$ cat config.mk
export PLATFORM = sky130hd
export DESIGN_NAME = vec_irq_ctrl
export DESIGN_NICKNAME = d
export VERILOG_FILES = /design/src/rtl/irq_pkg.sv /design/src/rtl/irq_rst_sync.sv /design/src/rtl/irq_fall_det.sv /design/src/rtl/irq_flag_bank.sv /design/src/rtl/irq_prio.sv /design/src/rtl/vec_irq_ctrl.sv
export SDC_FILE = /design/constraint.sdc
export NUM_CORES = 1
export LEC_CHECK = 0
export ABC_AREA = 0
export CAP_MARGIN = 10
export CORE_UTILIZATION = 46
export CTS_CLUSTER_SIZE = 14
export DETAILED_ROUTE_END_ITERATION = 10
export PLACE_DENSITY = 0.86
export SYNTH_ARGS = -nofsm -noshare
export SYNTH_HDL_FRONTEND = slang
export SYNTH_SLANG_ARGS = --single-unit
$ cat constraint.sdc
create_clock -name clk -period 3 [get_ports clk]
set_input_delay 0.6 -clock clk [delete_from_list [all_inputs] [get_ports clk]]
set_output_delay 0.6 -clock clk [all_outputs]
set_load 0.02 [all_outputs]
$ cat src/rtl/irq_pkg.sv
package irq_pkg;
  localparam int NSRC  = 11;
  localparam int NSLOT = 8;
  localparam int NPIN  = 6;

  // Map a source bit to its vector slot; port lines 5..8 share slot 5.
  function automatic int src_slot(input int i);
    if (i < 5)       return i;
    else if (i < 9)  return 5;
    else if (i == 9) return 6;
    else             return 7;
  endfunction

  function automatic logic [NSRC-1:0] slot_mask(input int s);
    logic [NSRC-1:0] m;
    m = '0;
    for (int i = 0; i < NSRC; i++)
      if (src_slot(i) == s) m[i] = 1'b1;
    return m;
  endfunction
endpackage

$ cat src/rtl/irq_rst_sync.sv
module irq_rst_sync (
  input  logic clk,
  input  logic rst_n,
  output logic rst_sync_n
);
  logic [1:0] stg_q;

  always_ff @(posedge clk or negedge rst_n) begin
    if (!rst_n) stg_q <= 2'b00;
    else        stg_q <= {stg_q[0], 1'b1};
  end

  assign rst_sync_n = stg_q[1];
endmodule

$ cat src/rtl/irq_fall_det.sv
module irq_fall_det #(
  parameter int STAGES = 2
) (
  input  logic clk,
  input  logic rst_n,
  input  logic pin_n,
  output logic fall
);
  logic [STAGES-1:0] chain_q;
  logic              prev_q;
  logic              sync_lvl;

  assign sync_lvl = chain_q[STAGES-1];

  always_ff @(posedge clk or negedge rst_n) begin
    if (!rst_n) begin
      chain_q <= '1;
      prev_q  <= 1'b1;
    end else begin
      chain_q <= {chain_q[STAGES-2:0], pin_n};
      prev_q  <= sync_lvl;
    end
  end

  assign fall = prev_q & ~sync_lvl;
endmodule

$ cat src/rtl/irq_flag_bank.sv
module irq_flag_bank #(
  parameter int N = 11
) (
  input  logic         clk,
  input  logic         rst_n,
  input  logic [N-1:0] hw_set,
  input  logic         sw_clr,
  input  logic [N-1:0] sw_clr_mask,
  input  logic [N-1:0] ack_clr,
  output logic [N-1:0] flags
);
  logic [N-1:0] flag_q, flag_nxt, clr_all;
  logic         upd;

  always_comb begin
    clr_all  = ack_clr | (sw_clr ? sw_clr_mask : '0);
    flag_nxt = (flag_q & ~clr_all) | hw_set;
    upd      = (|hw_set) | (|clr_all);
  end

  always_ff @(posedge clk or negedge rst_n) begin
    if (!rst_n)   flag_q <= '0;
    else if (upd) flag_q <= flag_nxt;
  end

  assign flags = flag_q;
endmodule

$ cat src/rtl/irq_prio.sv
module irq_prio
  import irq_pkg::*;
#(
  parameter int BASE_ADDR = 4,
  parameter int STRIDE    = 4,
  parameter int VEC_W     = 8
) (
  input  logic [NSRC-1:0]  qual,
  output logic             any,
  output logic [VEC_W-1:0] vec,
  output logic [NSRC-1:0]  win_mask
);
  localparam int SLOT_W = $clog2(NSLOT);

  logic [NSLOT-1:0]  pend;
  logic [SLOT_W-1:0] win;

  for (genvar s = 0; s < NSLOT; s++) begin : g_slot
    assign pend[s] = |(qual & slot_mask(s));
  end

  always_comb begin
    win = '0;
    for (int s = NSLOT - 1; s >= 0; s--)
      if (pend[s]) win = SLOT_W'(s);
  end

  always_comb begin
    win_mask = '0;
    for (int s = 0; s < NSLOT; s++)
      if (win == SLOT_W'(s)) win_mask = slot_mask(s) & qual;
  end

  assign any = |pend;
  assign vec = any ? (VEC_W'(BASE_ADDR) + VEC_W'(STRIDE) * VEC_W'(win)) : '0;
endmodule

$ cat src/rtl/vec_irq_ctrl.sv
module vec_irq_ctrl
  import irq_pkg::*;
#(
  parameter int BASE_ADDR   = 4,
  parameter int SLOT_STRIDE = 4,
  parameter int VEC_W       = 8,
  parameter int SYNC_STAGES = 2
) (
  input  logic             clk,
  input  logic             rst_n,
  input  logic             tmr0_tick,
  input  logic             tmr1_tick,
  input  logic             div0_tick,
  input  logic             div1_tick,
  input  logic             ser_tick,
  input  logic             pin_a_n,
  input  logic             pin_b_n,
  input  logic [3:0]       port_n,
  input  logic             hold_in,
  input  logic             arm_wr,
  input  logic [NSRC-1:0]  arm_data,
  input  logic             mask_wr,
  input  logic [NSRC-1:0]  mask_data,
  input  logic             flag_clr,
  input  logic [NSRC-1:0]  flag_clr_mask,
  input  logic             cmd_ei,
  input  logic             cmd_di,
  input  logic             irq_ack,
  output logic             irq_req,
  output logic [VEC_W-1:0] irq_vec,
  output logic             irq_en,
  output logic             hold_wake,
  output logic [NSRC-1:0]  evt_flags
);
  logic            rst_sync_n;
  logic [NPIN-1:0] pins_n, fall;
  logic [NSRC-1:0] hw_set, qual, win_mask, ack_clr;
  logic [NSRC-1:0] arm_q, mask_q;
  logic            gie_q, gie_nxt, gie_upd;
  logic            any, ack_fire;

  irq_rst_sync u_rst (.clk(clk), .rst_n(rst_n), .rst_sync_n(rst_sync_n));

  assign pins_n = {pin_b_n, port_n, pin_a_n};

  for (genvar p = 0; p < NPIN; p++) begin : g_pin
    irq_fall_det #(.STAGES(SYNC_STAGES)) u_fd (
      .clk(clk), .rst_n(rst_sync_n), .pin_n(pins_n[p]), .fall(fall[p])
    );
  end

  assign hw_set = {fall[5], ser_tick, fall[4:1], div1_tick, div0_tick,
                   tmr1_tick, tmr0_tick, fall[0]};

  irq_flag_bank #(.N(NSRC)) u_flags (
    .clk(clk), .rst_n(rst_sync_n), .hw_set(hw_set), .sw_clr(flag_clr),
    .sw_clr_mask(flag_clr_mask), .ack_clr(ack_clr), .flags(evt_flags)
  );

  assign qual = evt_flags & arm_q & mask_q;

  irq_prio #(.BASE_ADDR(BASE_ADDR), .STRIDE(SLOT_STRIDE), .VEC_W(VEC_W)) u_prio (
    .qual(qual), .any(any), .vec(irq_vec), .win_mask(win_mask)
  );

  assign irq_req   = gie_q & any;
  assign ack_fire  = irq_ack & irq_req;
  assign ack_clr   = ack_fire ? win_mask : '0;
  assign irq_en    = gie_q;
  assign hold_wake = hold_in & irq_req;

  always_comb begin
    gie_upd = ack_fire | cmd_di | cmd_ei | arm_wr;
    if (ack_fire)             gie_nxt = 1'b0;
    else if (cmd_di)          gie_nxt = 1'b0;
    else                      gie_nxt = 1'b1;
  end

  always_ff @(posedge clk or negedge rst_sync_n) begin
    if (!rst_sync_n) begin
      arm_q  <= '0;
      mask_q <= '0;
      gie_q  <= 1'b0;
    end else begin
      if (arm_wr)  arm_q  <= arm_data;
      if (mask_wr) mask_q <= mask_data;
      if (gie_upd) gie_q  <= gie_nxt;
    end
  end
endmodule

# Word level (Yosys, flattened, before mapping)
# Cells that the tools add are included.
# op_classes
add_sub_neg,1
eq_ne,63
muxes,213
bitwise,33
reduce_logical,13
# op_table
op,n
32-bit two-way mux,64
32-bit by 4-bit == test with 1-bit output (second input constant),32
32-bit by 3-bit == test with 1-bit output (second input constant),16
32-bit by 2-bit == test with 1-bit output (second input constant),8
32-bit logical NOT,8
1-bit two-way mux,130
11-bit bitwise AND,11
11-bit two-way mux,10
11-bit OR reduction,3
3-bit two-way mux,8
11-bit OR,2
3-bit == test (second input constant),4
11-bit NOT,1
1-bit bitwise AND,9
8-bit two-way mux,1
3-bit by 5-bit adder with 6-bit output (first input constant),1
3-bit by 2-bit == test with 1-bit output (second input constant),2
1-bit NOT,6
1-bit OR,4
4-bit OR reduction,1
3-bit by 1-bit == test with 1-bit output (second input constant),1
3-bit logical NOT,1
# word_totals
ff_bits,54
in_bits,53
out_inout_bits,22
elab_cells,340

# Logic depth before layout (Yosys ltp)
# Gate-level depths: netlist (run 1).
# logic_depth
ltp_word,29
depth_mapped,11
ltp_nobuf,10

# By module
# From an unflattened synthesis (run 1), not the netlist that was laid out.
# unflattened
cells_unflattened,201
hier_area_um2,2538.7
# by_module_without_submodules
mod,instances,cells_per_inst,area_per_inst_um2,seq_area_each_um2
vec_irq_ctrl,1,75,1081.0,575.6
irq_fall_det,6,4,92.6,78.8
irq_flag_bank,1,45,465.4,275.3
irq_prio,1,54,382.9,0.0
irq_rst_sync,1,3,53.8,50.0

# Worst setup path before layout (run 1)
# No wires, ideal clock.
# synth_path
kind,register to output
from,reg u_flags.flag_q[5] (netlist: u_flags.flags[5])
to,out irq_vec[4]
arrival_ps,2078
t_required_ps,2400
path_slack_ps,322
stages_incl_launch_ff,9
n_path_buf,1
path_cell_list,dfrtp_1 nand3_1 and4_1 buf_6 o211a_1 o311a_1 ha_1 ha_1 nor2_1
# synth_between
elab_chain_len,11
word_cells_on_any_way,12
cone_classes,1 x add/sub; 7 x mux; 2 x bitwise; 2 x reduce/logical
# synth_lines
item,line,text
from (decl),irq_flag_bank.sv:12,"logic [N-1:0] flag_q, flag_nxt, clr_all;"
from (signal assigned),irq_flag_bank.sv:23,else if (upd) flag_q <= flag_nxt;
11-bit bitwise AND (*) (2 in a row),vec_irq_ctrl.sv:60,assign qual = evt_flags & arm_q & mask_q;
4-bit OR reduction,irq_prio.sv:19,assign pend[s] = |(qual & slot_mask(s));
3-bit two-way mux (6 in a row),irq_prio.sv:25,if (pend[s]) win = SLOT_W'(s);
3-bit by 5-bit adder with 6-bit output,irq_prio.sv:35,assign vec = any ? (VEC_W'(BASE_ADDR) + VEC_W'(STRIDE) * VEC_W'(win)) : '0;
8-bit two-way mux (*),irq_prio.sv:35,
to (decl),vec_irq_ctrl.sv:30,"output logic [VEC_W-1:0] irq_vec,"
# Every way passes the cells marked *; elsewhere a longest branch is shown, timed or not.

# Worst setup path in the final report (run 1)
# layout_path
from,reg arm_q[5]
to,out irq_vec[4]
# layout_between
elab_chain_len,11
word_cells_on_any_way,12
cone_classes,1 x add/sub; 7 x mux; 2 x bitwise; 2 x reduce/logical
# layout_lines
item,line,text
from (decl),vec_irq_ctrl.sv:38,"logic [NSRC-1:0] arm_q, mask_q;"
from (signal assigned),vec_irq_ctrl.sv:85,if (arm_wr) arm_q <= arm_data;
11-bit bitwise AND (*) (2 in a row),vec_irq_ctrl.sv:60,
4-bit OR reduction,irq_prio.sv:19,
3-bit two-way mux (6 in a row),irq_prio.sv:25,
3-bit by 5-bit adder with 6-bit output,irq_prio.sv:35,
8-bit two-way mux (*),irq_prio.sv:35,
# Marked as above.

==> flow_summary.toml, run 1 <==
[finish]
design.final.nets = 329
fill_cell_total_of_the_finished_layout = 361
antenna_cells_inserted = 0
syn2layout_area_growth_pct = 40.2
seq_area_mm2 = 0.00138
multiInputGateArea_um2 = 873
final_layout_size_suffix_gt1_share_pct = 26.2

[setup_path]
critical_path.cell_chain = "nand3_1 -> and4_1 -> o211a_1 -> o311a_1 -> ha_1 -> ha_1 -> nor2_1 -> buf_4"
slowest_delay_ps = 380
cp_max_fo = 3
critical_path.slowest_cell = "dfrtp_1"
crit_family = "adder cells"
worst-r2r-setup-slack_ps = 160
worst_ep_required_time_ps = 2400
regToRegStartpoint = "arm_q[5]"
timing.reg2reg.worst_path_depth = 10
crit_path_frequent_cell = "ha_1"
cp.arrival_ps = 2260
worstReg2RegEnd = "u_flags.flags[8]"
timing_worst_setup_path_type = "register to output port"
crit_buf_inv = 1
critical_path.endpoint_type = "output port"
setup.worst_path.start_class = "register"

[clock_network]
cts_root_buffer = "clkbuf_8"
clk_pin_slew_ps = 80
cts-buffers-inserted = 5
ctsLongestPathBuffers = 2
clk_latency_ps = 300
clock-sinks = 54
htree_num_levels = 2
cts_setup_buffers = 0
cts_tree = "built"

[floorplan]
num_io_pins = 75
die_x_um = 73.0
core_area_mm2 = 0.00479
fp-row-count = 25
die_h_um = 73.0
die_area_mm2 = 0.00533
initial_core_util_pct = 48.4

[global_route]
grt_pass1_wl_um = 8240
initial_antenna_violation_count = 0
maximum_number_of_pins_on_one_net_before_global_route_repair = 53
grt_pass1_vias = 1709
grt_usage_pct = 21.3
globalRoute.totalOverflow = 0

[worst_hold_path]
hold_path.startpoint = "g_pin[2].u_fd.chain_q[0]"
hold_path.class = "register to register"
worst_hold_path.endpoint = "g_pin[2].u_fd.chain_q[1]"
worstHoldPathCells = 0

[timing]
final.setup.tns_ps = 0
timing.clock.skew_ps = 9.34
hold_viol_final = 0
post-route-min-period_ps = 2860
final.period_utilization_pct = 95.2
final_critical_path_setup_slack_ps = 144
fmaxAchievable_mhz = 350
setup_violations = 0
final-max-slew-violation-count = 0
grt_setup_unrepaired = "no"
tightestPinTransition_ps = 1060
timing.slew.headroom_pct = 29.4

[synth]
syn_area_mm2 = 0.00232
seq_area_frac_synth_pct = 59.3
synth-seq-cells = 54
synth_cell_type_count = 41
syn_area_per_cell_um2 = 12.6
synth_warnings = 0
netlist_instances = 184

[placement]
dp.final_hpwl_um = 3860
pre_cts_ws_ps = 12.1
buffer_ports.inserted = 70
globalplace.congestion = 0.920

[route]
drtAntennaViolNets = 0
drt_iter0_markers = 103
via_count = 1737
drc = 0
drt-vias-per-instance = 5.14
route.final.wire_length_um = 5140
detailedRoute.firstPassIterationCount = 4
wl_per_cell_um = 15.2

[power_and_ir_drop]
vdd_ir_drop_max_v = 0.000294
power-per-cell-area_mw_per_mm2 = 514
leakage_nw = 1.40

[status]
run_status = "finished, final reports clean"

[job]
maxCapViolCount = 0
-- registers in the layout, summed over array words and instances, names as in the netlist --
name	flops
irq_en	1
arm_q	11
u_flags.flags	11
g_pin.u_fd.chain_q	12
u_rst.stg_q	2
g_pin.u_fd.prev_q	6
mask_q	11
-- layout by cell type, fill, tap and decap left out, drive strengths merged, types with 2 or more instances in the layout --
cell type and n:
o22ai 3, a21oi 2, ha 6, o21ai 4, dlymetal6s2s 3, nor3 2
nor2b 2, dfrtp 36, conb 5, and4 3, dfstp 18, nand4 3
clkdlybuf4s50 65, clkbuf 8, nor2 4, nand3 14, a31o 4, and3 5
mux2 22, inv 7, buf 15, o311ai 3, a2111oi 3, nand2 22
-- layout make-up --
type | instances | area share [%]
well taps | 67 | 2.58
repair buffers | 84 | 24.9
clock buffers | 8 | 2.47
flip-flops and latches | 54 | 42.3
inverters | 7 | 0.809
multi-input cells | 118 | 26.9
-- kinds of logic (layout without fill, tap and decap cells) --
logic type               after synthesis  count (layout)  share of synthesized area (%)
AO/OA/AOI/OAI                         26              26                           9.56
adder cells (fa/ha/maj)                6               6                           3.24
buffers and inverters                 15              99                           3.51
flip-flops                            54              54                           59.3
multiplexers                          22              22                           10.7
other                                  2               5                          0.324
AND/OR/NAND/NOR                       59              59                           13.4
-- report_power, final --
group	switching [mW]	internal, mW
sequential	0.0500	0.796
combinational	0.205	0.236
clock	0.214	0.166
total	0.470	1.20
-- worst register-to-register path: cells and delay by family (launching register included) --
| kind | cells | cell delay, ps |
|---|---|---|
| and+or+nand+nor | 4 | 780 |
| adders and majority gates | 2 | 450 |
| DFF | 1 | 380 |
| AOI/OAI and AO/OA | 4 | 1090 |
-- through the flow --
stage          utilization, %  area, um2  total power, mW  hold WS, ps  std cells
3_5_place_dp             66.1       3160             1.31          337        330
2_1_floorplan               -       2330             1.08          304        187
3_3_place_gp             66.1       3160             1.30          335        330
4_1_cts                  67.8       3240             1.68          361        338
6_report                 67.9       3250             1.67          359        338
5_1_grt                  67.9       3250             1.75          363        338
-- Yosys cell counts, drive strengths merged --
cell / n / area share (%)
a311oi: 1 / 1.1
nand2: 22 / 3.7
mux2: 22 / 11
nor2b: 2 / 0.65
dfrtp: 36 / 39
and2: 1 / 0.27
o211ai: 1 / 0.32
o311a: 1 / 0.43
o311ai: 3 / 1.1
nor3b: 1 / 0.32
nand2b: 1 / 0.27
a21boi: 1 / 0.32
inv: 7 / 1.1
clkbuf: 1 / 0.16
and3: 5 / 1.6
buf: 7 / 2.2
and4bb: 1 / 0.54
nand4: 3 / 0.81
nand3: 14 / 3.0
a31oi: 1 / 0.27
a2111oi: 3 / 1.5
o211a: 1 / 0.43
a21oi: 2 / 0.43
o22ai: 3 / 0.81
conb: 2 / 0.32
a31o: 4 / 1.5
o2111ai: 1 / 0.38
dfstp: 18 / 20
nor3: 2 / 0.43
ha: 6 / 3.2
nor2: 4 / 0.65
and4: 3 / 1.1
o21ai: 4 / 0.86
-- metal layers --
metal  vias up  GRT usage, %  share of wire, %
met4         0          6.97               1.3
met1       834          27.8                44
li1        825             -                 -
met3         8          4.83               5.8
met5         -             0                 0
met2        70          35.4                49
-- timing repair --
action,in CTS,in global routing
gates resized for setup,4,5
hold buffers,0,0
hold endpoints to repair,0,0
setup endpoints to repair,2,4
-- worst max-delay path by stage --
| stage | cells past startpoint | end | from |
|---|---|---|---|
| 5_1_grt | 8 | irq_vec[4] | arm_q[5] |
| 4_1_cts | 8 | irq_vec[4] | arm_q[5] |
| 3_5_place_dp | 8 | irq_vec[4] | arm_q[5] |
| 2_1_floorplan | 8 | irq_vec[4] | u_flags.flags[5] |
| 3_3_place_gp | 8 | irq_vec[4] | arm_q[5] |
| 6_report | 8 | irq_vec[4] | arm_q[5] |
No activity file was read; power rests on OpenSTA's default activity.
==> run 2, diff against run 1 <==
- CORE_UTILIZATION: 46 -> 41
- CTS_CLUSTER_DIAMETER: default -> 40
- PLACE_DENSITY: 0.86 -> 0.81
- clock period: 3 -> 2.5 ns (I/O delays scaled with it)
==> run 2 against run 1 <==
  * The run now ends with setup timing left
  * Clock-buffer cell count is the same
  * Combinational power grew 77%
  * Sequential power grew 18%
  * Core utilization shrank 0.24 points
  * Critical endpoint unchanged
==> flow_summary.toml, run 2 (same netlist as run 1, synthesis figures left out) <==
[power_and_ir_drop]
p_clk_share_pct = 20.4
p_int_mw = 1.58
pwr-share-comb_pct = 34.9
p_sw_share_pct = 29.5
switchingPower_uw = 661
power-per-cell-area_mw_per_mm2 = 606
vdd_ir_drop_max_v = 0.000432
sequentialPowerShare_pct = 44.7
leakage_nw = 1.57

[finish]
largest_register_ff_count = 12
final_layout_size_suffix_gt1_share_pct = 43.6
multiInputGateArea_mm2 = 0.00106
top_register = "g_pin.u_fd.chain_q"
antenna_cells_inserted = 0
final_design_area_no_fill_mm2 = 0.00370
syn2layout_area_growth_pct = 59.7
most_used_cells_in_the_layout_excluding_fill_and_tap_cells = "clkdlybuf4s50_1 (64), buf_4 (43), dfrtp_1 (31)"
layout.cells.most_common = "clkdlybuf4s50_1"
utilization_pct = 67.6
fin_cells = 377
design.final.nets = 363
fill_cell_total_of_the_finished_layout = 410
seq_area_mm2 = 0.00138

[setup_path]
regToRegStartpoint = "u_flags.flags[5]"
critical_path.endpoint_type = "output port"
cp.arrival_ps = 2070
worstReg2RegEnd = "u_flags.flags[8]"
setup.worst_path.start_class = "register"
worst-r2r-setup-slack_ps = -60
worst_ep_required_time_ps = 2000
timing_worst_setup_path_type = "register to output port"
timing.reg2reg.worst_path_depth = 11
cp_max_fo = 3

[route]
route.final.wire_length_um = 6250
drtAntennaViolNets = 0
drc = 0
wl_per_cell_um = 16.6
drt-vias-per-instance = 5.12
via_count = 1932
detailedRoute.firstPassIterationCount = 4
drt_iter0_markers = 159

[clock_network]
ctsLongestPathBuffers = 2
cts-buffers-inserted = 5
cts-hold-fix-buffers = 0
cts_tree = "built"
clock-sinks = 54
clk_latency_ps = 310
htree_num_levels = 2
clk_pin_slew_ps = 80
cts_root_buffer = "clkbuf_8"

[status]
run_status = "finished with violations"
failing_checks = "setup timing"

[timing]
final-max-slew-violation-count = 0
fmaxAchievable_mhz = 389
setup_violations = 8
timing.clock.skew_ps = 7.80
hold_viol_final = 0
final.period_utilization_pct = 103
timing.slew.headroom_pct = 52.6
post-route-min-period_ps = 2570
final_critical_path_setup_slack_ps = -72.3
tightestPinTransition_ps = 709
grt_setup_unrepaired = "yes"

[placement]
globalplace.congestion = 0.972
dpl-instance-area_mm2 = 0.00336
place.detailed.instances = 357
dp.final_hpwl_um = 4420
pre_cts_ws_ps = -350
buffer_ports.inserted = 70

[floorplan]
num_io_pins = 75
initial_core_util_pct = 42.3
die_area_mm2 = 0.00596
core_area_mm2 = 0.00547
fp-row-count = 27
die_x_um = 77.2
die_h_um = 77.2

[global_route]
initial_antenna_violation_count = 0
grt_pass1_wl_um = 10200
grt_usage_pct = 22.6
maximum_number_of_pins_on_one_net_before_global_route_repair = 28
grt_pass1_vias = 2168
globalRoute.totalOverflow = 0

[job]
maxCapViolCount = 0

[worst_hold_path]
hold_path.class = "register to async pin"
[run 2: changes by cell type in the layout (fill, tap and decap cells not counted), moves of 4 or more]
cell,previous run,this run
dfrtp_2,1,5
nand3_1,14,10
dfrtp_1,35,31
buf_6,0,8
buf_4,15,43
nand3_2,0,4
[run 2: how the worst max path moves through the flow]
stage,slack (ps),cells past startpoint,to,startpoint
global placement,-310,8,irq_vec[4],u_flags.flags[8]
CTS,-120,8,irq_vec[4],arm_q[5]
floorplan,-10,11,u_flags.flags[6],u_flags.flags[5]
global route,-170,8,irq_vec[4],u_flags.flags[3]
detailed placement,-350,8,irq_vec[4],arm_q[8]
finish,-70,8,irq_vec[4],u_flags.flags[5]
[run 2: power by group through the flow]
| stage | Combinational [mW] | Sequential (mW) | Clock, mW |
|---|---|---|---|
| 6_report | 0.781 | 1.00 | 0.458 |
| 5_1_grt | 0.835 | 1.01 | 0.507 |
| 4_1_cts | 0.749 | 0.999 | 0.478 |
| 3_5_place_dp | 0.625 | 1.02 | 0 |
| 3_3_place_gp | 0.616 | 1.01 | 0 |
| 2_1_floorplan | 0.260 | 1.05 | 0 |
[run 2: critical path: stages, from the launching register on]
cell and delay [ps]:
dfrtp_2 390, nand3_2 80, and4_4 210, o211a_1 130, o311a_1 350, ha_4 200
ha_4 270, nor2_4 30, buf_6 120
[run 2: layout make-up]
class / instances / area share [%]
Timing Repair Buffer: 118 / 28.9
Multi-Input combinational cell: 118 / 28.5
Sequential cell: 54 / 37.3
Clock buffer: 8 / 2.16
Tap cell: 72 / 2.43
Inverter: 7 / 0.710
[run 2: stage by stage]
step	TNS [ps]	power, mW	hold slack, ps
floorplan	-29.6	1.31	204
global placement	-1190	1.62	300
detailed placement	-1640	1.64	321
CTS	-587	2.23	324
global route	-1080	2.35	335
finish	-288	2.24	318
[run 2: timing repair]
| action | CTS | global route |
|---|---|---|
| buffers inserted | 12 | 1 |
| pin swaps | 16 | 12 |
| setup endpoints to repair | 14 | 15 |
| resized for setup | 50 | 14 |
[run 2: per-layer routing]
metal,GRT usage (%),wire (um)
met1,25.4,2390
met5,0,0
met3,6.43,376
met2,38.9,3280
met4,11.3,199
==> run 3, diff against run 2 <==
- CORE_UTILIZATION: 41 -> 46
- PLACE_DENSITY: 0.81 -> 0.86
- clock period: 2.5 -> 2.6 ns (I/O delays scaled with it)
==> run 3 against run 2 <==
  * The run still ends with setup timing left
  * Sequential power about the same
  * Global-route usage increased by 0.70 points
  * Design area decreased by 0.37%
  * Register-to-register slack improved by 40 ps
  * Power decreased by 0.59%
  * Clock power increased by 15%
  * Critical path depth increased by 3
  * Largest cell class unchanged
  * Hold slack improved by 39 ps
  * Critical path type is now register to register
  * Flip-flop and latch count unchanged
  * Clock-buffer cell count unchanged
  * Critical endpoint is now u_flags.flags[7]
==> flow_summary.toml, run 3 (same netlist as run 1, synthesis figures left out) <==
[setup_path]
timing_worst_setup_path_type = "register to register"
worst_ep_required_time_ps = 2780
crit_path_frequent_cell = "ha_4"
critical_path.endpoint_type = "register"
crit_buf_inv = 1
critical_path.cell_chain = "nand3_1 -> and4_4 -> o211a_1 -> o311a_1 -> ha_4 -> buf_6 -> ha_4 -> and4bb_2 -> nand2_4 -> a2111oi_4 -> o22ai_1"
critical_path.slowest_cell = "dfrtp_2"
crit_family = "compound AO/OA/AOI/OAI gates"
setup.worst_path.start_class = "register"
cp_max_fo = 5
slowest_delay_ps = 370
cp.arrival_ps = 2800

[finish]
top_register = "g_pin.u_fd.chain_q"
largest_register_ff_count = 12
most_used_cells_in_the_layout_excluding_fill_and_tap_cells = "clkdlybuf4s50_1 (64), buf_4 (43), dfrtp_1 (31)"
fill_cell_total_of_the_finished_layout = 280
final_layout_size_suffix_gt1_share_pct = 42.4
design.final.nets = 360
final_design_area_no_fill_mm2 = 0.00369
antenna_cells_inserted = 0
syn2layout_area_growth_pct = 59.1
utilization_pct = 77.0
layout.cells.most_common = "clkdlybuf4s50_1"

[timing]
setup_violations = 2
final.setup.tns_ps = -25.8
tightestPinTransition_ps = 995
timing.slew.headroom_pct = 33.6
hold_viol_final = 0
final-max-slew-violation-count = 0
final.period_utilization_pct = 101
grt_setup_unrepaired = "yes"
fmaxAchievable_mhz = 382
post-route-min-period_ps = 2620
final_critical_path_setup_slack_ps = -19.1
timing.clock.skew_ps = 8.80

[global_route]
grt_usage_pct = 23.3
initial_antenna_violation_count = 0
globalRoute.totalOverflow = 0
maximum_number_of_pins_on_one_net_before_global_route_repair = 49
grt_pass1_wl_um = 9210
grt_pass1_vias = 1958

[route]
drc = 0
dr.max_layer_used = "met4"
drtAntennaViolNets = 0
via_count = 1907
met2_length_um = 3110
met1_wl_um = 2510
met3_wirelength_um = 315
route.final.wire_length_um = 6020
detailedRoute.firstPassIterationCount = 4
wl_per_cell_um = 16.3
drt_iter0_markers = 96
drt-vias-per-instance = 5.17

[clock_network]
cts-buffers-inserted = 5
ctsLongestPathBuffers = 2
cts_root_buffer = "clkbuf_8"
htree_num_levels = 2
clk_latency_ps = 300
cts_tree = "built"
clock-sinks = 54
clk_pin_slew_ps = 90

[floorplan]
die_h_um = 73.0
die_area_mm2 = 0.00533
num_io_pins = 75
core_area_mm2 = 0.00479
initial_core_util_pct = 48.4
die_x_um = 73.0
fp-row-count = 25

[placement]
globalplace.congestion = 0.913
buffer_ports.inserted = 70
dp.final_hpwl_um = 4150
dpl-instance-area_mm2 = 0.00334
pre_cts_ws_ps = -309

[power_and_ir_drop]
vdd_ir_drop_max_v = 0.000431
leakage_nw = 1.56
power-per-cell-area_mw_per_mm2 = 604

[job]
maxCapViolCount = 0

[status]
failing_checks = "setup timing"
run_status = "finished with violations"

[worst_hold_path]
hold_path.class = "register to register"
run 3: cell count changes in the layout (fill, tap and decap cells not counted), sizes merged:
cell / before / now
dlygate4sd2: 0 / 1
buf: 53 / 47
clkbuf: 9 / 8
clkdlybuf4s15: 0 / 3
run 3: through the flow:
stage | instances | total power [mW] | hold WS [ps]
CTS | 364 | 2.18 | 361
detailed placement | 353 | 1.57 | 340
finish | 369 | 2.23 | 358
global route | 369 | 2.31 | 360
floorplan | 187 | 1.25 | 224
global placement | 353 | 1.55 | 341
run 3: area by class of cell:
type / count / area [um2] / share of cell area, %
Multi-Input combinational cell: 118 / 1040 / 28.2
Tap cell: 67 / 83.8 / 2.27
Clock buffer: 8 / 110 / 2.99
Sequential cell: 54 / 1380 / 37.4
Inverter: 7 / 26.3 / 0.713
Timing Repair Buffer: 115 / 1050 / 28.4
run 3: per-layer routing:
metal,vias up,GRT usage (%)
met5,-,0
met4,0,8.28
met3,8,4.83
met2,70,39.5
met1,945,29.8
li1,884,-
run 3: final timing paths:
kind                                                 end                      from  slack, ps  cells after the start
worst max-delay path                    u_flags.flags[7]          u_flags.flags[7]        -20                     11
max in group asynchronous       g_pin[1].u_fd.chain_q[0]            u_rst.stg_q[1]       1410                      1
worst min register to register  g_pin[0].u_fd.chain_q[1]  g_pin[0].u_fd.chain_q[0]        360                      0
worst max register to register          u_flags.flags[7]          u_flags.flags[7]        -20                     11
worst min-delay path            g_pin[0].u_fd.chain_q[1]  g_pin[0].u_fd.chain_q[0]        360                      0
min in group asynchronous                 u_rst.stg_q[1]                     rst_n        370                      1
run 3: power breakdown:
| group | switching [mW] | internal [mW] | leakage (nW) |
|---|---|---|---|
| logic | 0.329 | 0.401 | 0.907 |
| clock network | 0.256 | 0.269 | 0.0575 |
| registers | 0.0537 | 0.920 | 0.595 |
run 3: worst reg2reg max path, stage by stage (launching register included):
cell	delay (ps)
dfrtp_2	370
nand3_1	90
and4_4	200
o211a_1	150
o311a_1	350
ha_4	200
buf_6	110
ha_4	150
and4bb_2	340
nand2_4	120
a2111oi_4	300
o22ai_1	120
run 3: repair_timing:
action / CTS / global route
setup endpoints to repair: 12 / 15
pin swaps: 13 / 11
hold buffers: 0 / 0
gates resized for setup: 44 / 10
buffers inserted: 4 / 5
